==> config.mk <==
export PLATFORM = sky130hd
export DESIGN_NAME = eeprom_2w_slave
export DESIGN_NICKNAME = d
export VERILOG_FILES = /design/src/rtl/tws_pkg.sv /design/src/rtl/tws_line_sync.sv /design/src/rtl/tws_engine.sv /design/src/rtl/eeprom_2w_slave.sv
export SDC_FILE = /design/constraint.sdc
export NUM_CORES = 1
export LEC_CHECK = 0
export BUFFER_PORTS_ARGS = -buffer_cell sky130_fd_sc_hd__buf_2
export CORE_UTILIZATION = 40
export CTS_CLUSTER_DIAMETER = 30
export CTS_CLUSTER_SIZE = 14
export DETAILED_ROUTE_END_ITERATION = 10
export PLACE_DENSITY_LB_ADDON = 0.05
export SYNTH_ARGS = -nofsm -noshare
export SYNTH_HDL_FRONTEND = slang
export SYNTH_SLANG_ARGS = --single-unit
==> constraint.sdc <==
create_clock -name clk -period 2.05 [get_ports clk]
set_input_delay 0.615 -clock clk [delete_from_list [all_inputs] [get_ports clk]]
set_output_delay 0.615 -clock clk [all_outputs]
set_load 0.01 [all_outputs]
==> src/rtl/tws_pkg.sv <==
package tws_pkg;
    typedef enum logic [2:0] {
        ST_IDLE,
        ST_RX,
        ST_ACK,
        ST_TX,
        ST_MACK,
        ST_HOLD
    } eng_state_e;

    typedef enum logic [1:0] {
        K_DEV,
        K_WADDR,
        K_WDATA
    } rx_kind_e;
endpackage

==> src/rtl/tws_line_sync.sv <==
module tws_line_sync #(
    parameter int STAGES = 2
) (
    input  logic clk,
    input  logic rst_n,
    input  logic scl_i,
    input  logic sda_i,
    output logic sda_lvl,
    output logic scl_rise,
    output logic scl_fall,
    output logic start_det,
    output logic stop_det
);
    typedef struct packed {
        logic [STAGES-1:0] scl_sr;
        logic [STAGES-1:0] sda_sr;
        logic              scl_p;
        logic              sda_p;
    } sync_s;

    sync_s s_q, s_d;
    logic  scl_now, sda_now;

    assign scl_now = s_q.scl_sr[STAGES-1];
    assign sda_now = s_q.sda_sr[STAGES-1];

    always_comb begin
        s_d        = s_q;
        s_d.scl_sr = {s_q.scl_sr[STAGES-2:0], scl_i};
        s_d.sda_sr = {s_q.sda_sr[STAGES-2:0], sda_i};
        s_d.scl_p  = scl_now;
        s_d.sda_p  = sda_now;
    end

    always_ff @(posedge clk or negedge rst_n) begin
        if (!rst_n) s_q <= '1;
        else        s_q <= s_d;
    end

    // bus conditions, all from registered samples
    assign sda_lvl   = sda_now;
    assign scl_rise  = ~s_q.scl_p & scl_now;
    assign scl_fall  = s_q.scl_p & ~scl_now;
    assign start_det = s_q.scl_p & scl_now & s_q.sda_p & ~sda_now;
    assign stop_det  = s_q.scl_p & scl_now & ~s_q.sda_p & sda_now;
endmodule

==> src/rtl/tws_engine.sv <==
module tws_engine
    import tws_pkg::*;
#(
    parameter int          AW       = 7,
    parameter int          DW       = 8,
    parameter logic [3:0]  DEV_CODE = 4'b1010
) (
    input  logic          clk,
    input  logic          rst_n,
    input  logic          active,
    input  logic          wr_en,
    input  logic          scl_rise,
    input  logic          scl_fall,
    input  logic          start_det,
    input  logic          stop_det,
    input  logic          sda_lvl,
    input  logic [DW-1:0] mem_rdata,
    output logic          sda_oe,
    output logic          mem_we,
    output logic [AW-1:0] mem_addr,
    output logic [DW-1:0] mem_wdata
);
    localparam int CW = $clog2(DW + 1);
    localparam logic [CW-1:0] FULL = CW'(DW);
    localparam logic [CW-1:0] LAST = CW'(DW - 1);

    typedef struct packed {
        eng_state_e    st;
        rx_kind_e      kind;
        logic [CW-1:0] cnt;
        logic [DW-1:0] sh;
        logic          rw;
        logic [AW-1:0] ptr;
        logic [AW-1:0] wa;
        logic [DW-1:0] wd;
        logic          we;
        logic          oe;
    } eng_s;

    eng_s r_q, r_d;

    always_comb begin
        r_d    = r_q;
        r_d.we = 1'b0;
        if (!active) begin
            r_d.st = ST_IDLE;
            r_d.oe = 1'b0;
        end else if (start_det) begin
            r_d.st   = ST_RX;
            r_d.kind = K_DEV;
            r_d.cnt  = '0;
            r_d.oe   = 1'b0;
        end else if (stop_det) begin
            r_d.st = ST_IDLE;
            r_d.oe = 1'b0;
        end else begin
            unique case (r_q.st)
                ST_RX: begin
                    if (scl_rise && r_q.cnt < FULL) begin
                        r_d.sh  = {r_q.sh[DW-2:0], sda_lvl};
                        r_d.cnt = r_q.cnt + CW'(1);
                    end else if (scl_fall && r_q.cnt == FULL) begin
                        unique case (r_q.kind)
                            K_DEV: begin
                                if (r_q.sh[DW-1 -: 4] == DEV_CODE) begin
                                    r_d.rw = r_q.sh[0];
                                    r_d.st = ST_ACK;
                                    r_d.oe = 1'b1;
                                end else begin
                                    r_d.st = ST_HOLD;
                                end
                            end
                            K_WADDR: begin
                                r_d.ptr = r_q.sh[AW-1:0];
                                r_d.st  = ST_ACK;
                                r_d.oe  = 1'b1;
                            end
                            default: begin
                                r_d.wa  = r_q.ptr;
                                r_d.wd  = r_q.sh;
                                r_d.we  = wr_en;
                                r_d.ptr = r_q.ptr + AW'(1);
                                r_d.st  = ST_ACK;
                                r_d.oe  = 1'b1;
                            end
                        endcase
                    end
                end
                ST_ACK: begin
                    if (scl_fall) begin
                        r_d.cnt = '0;
                        if (r_q.kind == K_DEV && r_q.rw) begin
                            r_d.sh  = mem_rdata;
                            r_d.ptr = r_q.ptr + AW'(1);
                            r_d.oe  = ~mem_rdata[DW-1];
                            r_d.st  = ST_TX;
                        end else begin
                            r_d.oe   = 1'b0;
                            r_d.st   = ST_RX;
                            r_d.kind = (r_q.kind == K_DEV) ? K_WADDR : K_WDATA;
                        end
                    end
                end
                ST_TX: begin
                    if (scl_fall) begin
                        if (r_q.cnt == LAST) begin
                            r_d.oe = 1'b0;
                            r_d.st = ST_MACK;
                        end else begin
                            r_d.sh  = {r_q.sh[DW-2:0], 1'b0};
                            r_d.oe  = ~r_q.sh[DW-2];
                            r_d.cnt = r_q.cnt + CW'(1);
                        end
                    end
                end
                ST_MACK: begin
                    if (scl_rise && sda_lvl) begin
                        r_d.st = ST_HOLD;
                    end else if (scl_fall) begin
                        r_d.sh  = mem_rdata;
                        r_d.ptr = r_q.ptr + AW'(1);
                        r_d.oe  = ~mem_rdata[DW-1];
                        r_d.cnt = '0;
                        r_d.st  = ST_TX;
                    end
                end
                default: r_d.oe = 1'b0;
            endcase
        end
    end

    always_ff @(posedge clk or negedge rst_n) begin
        if (!rst_n) begin
            r_q      <= '0;
            r_q.st   <= ST_IDLE;
            r_q.kind <= K_DEV;
        end else begin
            r_q <= r_d;
        end
    end

    assign sda_oe    = r_q.oe;
    assign mem_we    = r_q.we;
    assign mem_wdata = r_q.wd;
    assign mem_addr  = r_q.we ? r_q.wa : r_q.ptr;
endmodule

==> src/rtl/eeprom_2w_slave.sv <==
module eeprom_2w_slave #(
    parameter int         ADDR_W      = 7,
    parameter int         DATA_W      = 8,
    parameter int         SYNC_STAGES = 2,
    parameter logic [3:0] DEV_CODE    = 4'b1010
) (
    input  logic              clk,
    input  logic              rst_n,
    input  logic              mode_en,
    input  logic              wr_en,
    input  logic              scl_i,
    input  logic              sda_i,
    output logic              sda_oe,
    output logic [ADDR_W-1:0] mem_addr,
    output logic [DATA_W-1:0] mem_wdata,
    output logic              mem_we,
    input  logic [DATA_W-1:0] mem_rdata
);
    logic sda_lvl, scl_rise_w, scl_fall_w, start_w, stop_w;

    tws_line_sync #(.STAGES(SYNC_STAGES)) u_sync (
        .clk       (clk),
        .rst_n     (rst_n),
        .scl_i     (scl_i),
        .sda_i     (sda_i),
        .sda_lvl   (sda_lvl),
        .scl_rise  (scl_rise_w),
        .scl_fall  (scl_fall_w),
        .start_det (start_w),
        .stop_det  (stop_w)
    );

    tws_engine #(.AW(ADDR_W), .DW(DATA_W), .DEV_CODE(DEV_CODE)) u_eng (
        .clk       (clk),
        .rst_n     (rst_n),
        .active    (mode_en),
        .wr_en     (wr_en),
        .scl_rise  (scl_rise_w),
        .scl_fall  (scl_fall_w),
        .start_det (start_w),
        .stop_det  (stop_w),
        .sda_lvl   (sda_lvl),
        .mem_rdata (mem_rdata),
        .sda_oe    (sda_oe),
        .mem_we    (mem_we),
        .mem_addr  (mem_addr),
        .mem_wdata (mem_wdata)
    );
endmodule

==> run_results.csv <==
group,metric,value,unit
route,vias,2158,
die,rows,29,
sta,setup_viol,0,
clocking,cts_tree,"done",
route,dr.first_iter.drc_count,110,
flow_run,max-cap-violations,0,
power,power,2580,µW
die,core,6490,µm²
clocking,cts_hold_buf,0,
sta,period_share,0.972,
place,placed_area,3150,µm²
route,route.detailed.wl_per_inst,15.9,µm
grt,grt_pass1_vias,2063,
run_status,status,"finished, final reports clean",
sta,hold_viol,0,
critical_path,critPathRequiredTime,2.28,ns
synth,seq_area_frac_synth,0.438,
finish,finalInstanceArea,3320,µm²
clocking,cts_root_buf,"clkbuf_8",
die,fp.dieW,85.0,µm
die,ios,31,
finish,drive_above_1_share,0.405,
critical_path,reg2regPathDepth,6,
route,totalWireLength,6260,µm
place,portBuffers,30,
critical_path,cp.arrival,2.23,ns
power,irDropWorstVdd,385,µV
clocking,cts_buffer_depth,2,
finish,diodes,0,
die,die_h,85.0,µm
die,die_area,7230,µm²
finish,instances_no_fill,393,
grt,grt_max_degree,23,
critical_path,start_kind,"register",
route,drc_errors,0,
synth,ys_warn_count,0,
clocking,numCtsBuffers,5,
sta,tightest_slew,0.525,ns
synth,ys_async_sr_fraction,1.00,
grt,antenna_found_initial,0,
sta,period_needed,1.99,ns
sta,max_freq,0.502,GHz
route,drt-vias-per-instance,5.49,
sta,setup_tns,0,ns
place,gp_congestion,0.811,
finish,final_common_cell,"dfrtp_1",
synth,ys_ff_latch,48,
critical_path,rrSetupSlack,0.06,ns
critical_path,path_class,"reg2reg",
synth,syn_inst,260,
synth,syn_nets,277,
route,drtAntennaViolNets,0,
finish,nets,332,
synth,synth_cell_types,55,
place,dpl.hpwl,4600,µm
finish,final_cell_mix,"dfrtp_1 (41), buf_4 (33), buf_2 (30), mux2_2 (28), nand2_1 (16)",
critical_path,worst_setup_path_end_kind,"register",
finish,area_growth,20.4,%
grt,grt_pass1_wl,10600,µm
sta,rsz0062_at_grt,"true",
sta,finalClockSkew,0.00427,ns
clocking,htreeDepth,2,
die,initial_core_util,0.424,
critical_path,rr_endpoint,"u_eng.r_q[17]",
synth,synth-edff-count,0,
clocking,clkTransAtPathRegs,0.09,ns
place,dp.cells,382,
route,drtPass1Iterations,4,
clocking,clk-insertion-delay-late,0.30,ns
sta,layout_setup_ws,0.0574,ns
place,pre_cts_ws,0.00668,ns
sta,finalMaxSlewViolations,0,
critical_path,path_max_fanout,14,
synth,avgSynthCellArea,10.6,µm²
power,p_leak,0.00157,µW
critical_path,r2r-start,"u_sync.s_q[1]",
grt,grt_overflow,0,
grt,grt_util_all_layers,0.189,
clocking,cts_sinks,48,
synth,synth-main-ff-cell,"dfrtp_1",
worst_hold_path,hold_path_class,"in2async",
sta,max_slew_margin,0.650,
power,power_density,776,nW/µm²
synth,syn_area,2760,µm²
## repair_timing
action | in CTS | in global routing
pin swaps | 0 | 2
gates resized for setup | 0 | 10
setup endpoints to repair | 4 | 20
buffers inserted | 2 | 1
## logic make-up after synthesis
kind of cell | after synthesis | share of synthesized area
xor gates and xnor gates | 2 | 0.00636
DFF | 48 | 0.438
and+or+nand+nor | 74 | 0.159
muxes | 40 | 0.166
adders and majority gates | 3 | 0.0136
buffers and inverters | 28 | 0.0536
AOI/OAI and AO/OA | 65 | 0.163
## area by class of cell
cell class / count / area, µm²
Fill cell: 609 / 3180
Multi-Input combinational cell: 184 / 1430
Sequential cell: 48 / 1210
Timing Repair Buffer: 66 / 449
Tap cell: 77 / 96.3
Clock buffer: 6 / 82.6
Inverter: 10 / 37.5
Clock inverter: 2 / 13.8
## flip-flops by register name, summed over array words and instances, names as in the netlist
name and cells:
u_eng.sda_oe 1, u_sync.sda_lvl 1, u_eng.r_q 32, u_eng.mem_wdata 8
u_sync.s_d 3, u_eng.mem_we 1, u_sync.s_q 2
## worst max-delay path: stages, from the launching register on
cell	delay (ns)
dfstp_2	0.60
or3b_4	0.41
nor3_4	0.28
o2111ai_2	0.17
buf_6	0.20
o21bai_1	0.15
mux2i_1	0.11
## worst max path at each step
| stage | startpoint | to | slack [ns] | depth (start not counted) |
|---|---|---|---|---|
| floorplan | u_sync.sda_lvl | u_eng.r_q[24] | 0.09 | 5 |
| global placement | u_sync.s_q[1] | u_eng.r_q[13] | 0.04 | 4 |
| detailed placement | u_sync.s_q[1] | u_eng.r_q[14] | 0.007 | 4 |
| CTS | u_eng.mem_we | mem_addr[3] | 0.02 | 2 |
| global route | u_sync.s_q[1] | u_eng.r_q[17] | -0.03 | 6 |
| finish | u_sync.s_q[1] | u_eng.r_q[17] | 0.06 | 6 |
## cell usage after synthesis, types with 5 or more instances
master     n  area (µm²)
a21oi_1   11        55.1
buf_4      8        60.1
dfrtp_1   42        1050
dfstp_2    6         158
inv_1     10        37.5
mux2_2    28         315
mux2i_1    7        70.1
nand2_1   16        60.1
nand3_1   10        50.1
nand3b_1   5        37.5
nor2_1    11        41.3
nor2b_1    9        56.3
o21ai_0   15        75.1
o22ai_1    5        31.3
## per-stage QoR
| stage | util | hold WS (ns) |
|---|---|---|
| 6_report | 0.511 | 0.283 |
| 5_1_grt | 0.511 | 0.309 |
| 4_1_cts | 0.505 | 0.290 |
| 3_5_place_dp | 0.485 | 0.347 |
| 3_3_place_gp | 0.485 | 0.346 |
| 2_1_floorplan | - | 0.319 |
## layer usage
metal | vias to the layer above | wire [µm] | track usage
met5 | - | 0 | 0
li1 | 1059 | - | -
met3 | 8 | 287 | 0.0331
met1 | 1037 | 3280 | 0.290
met2 | 54 | 2620 | 0.269
met4 | 0 | 74 | 0.0616
## report_power, final
part / switching, µW / total [µW] / internal, µW
Sequential: 139 / 1180 / 1050
Combinational: 391 / 784 / 394
Clock: 330 / 606 / 276
Total: 860 / 2580 / 1720
No activity file was read; power rests on OpenSTA's default activity.
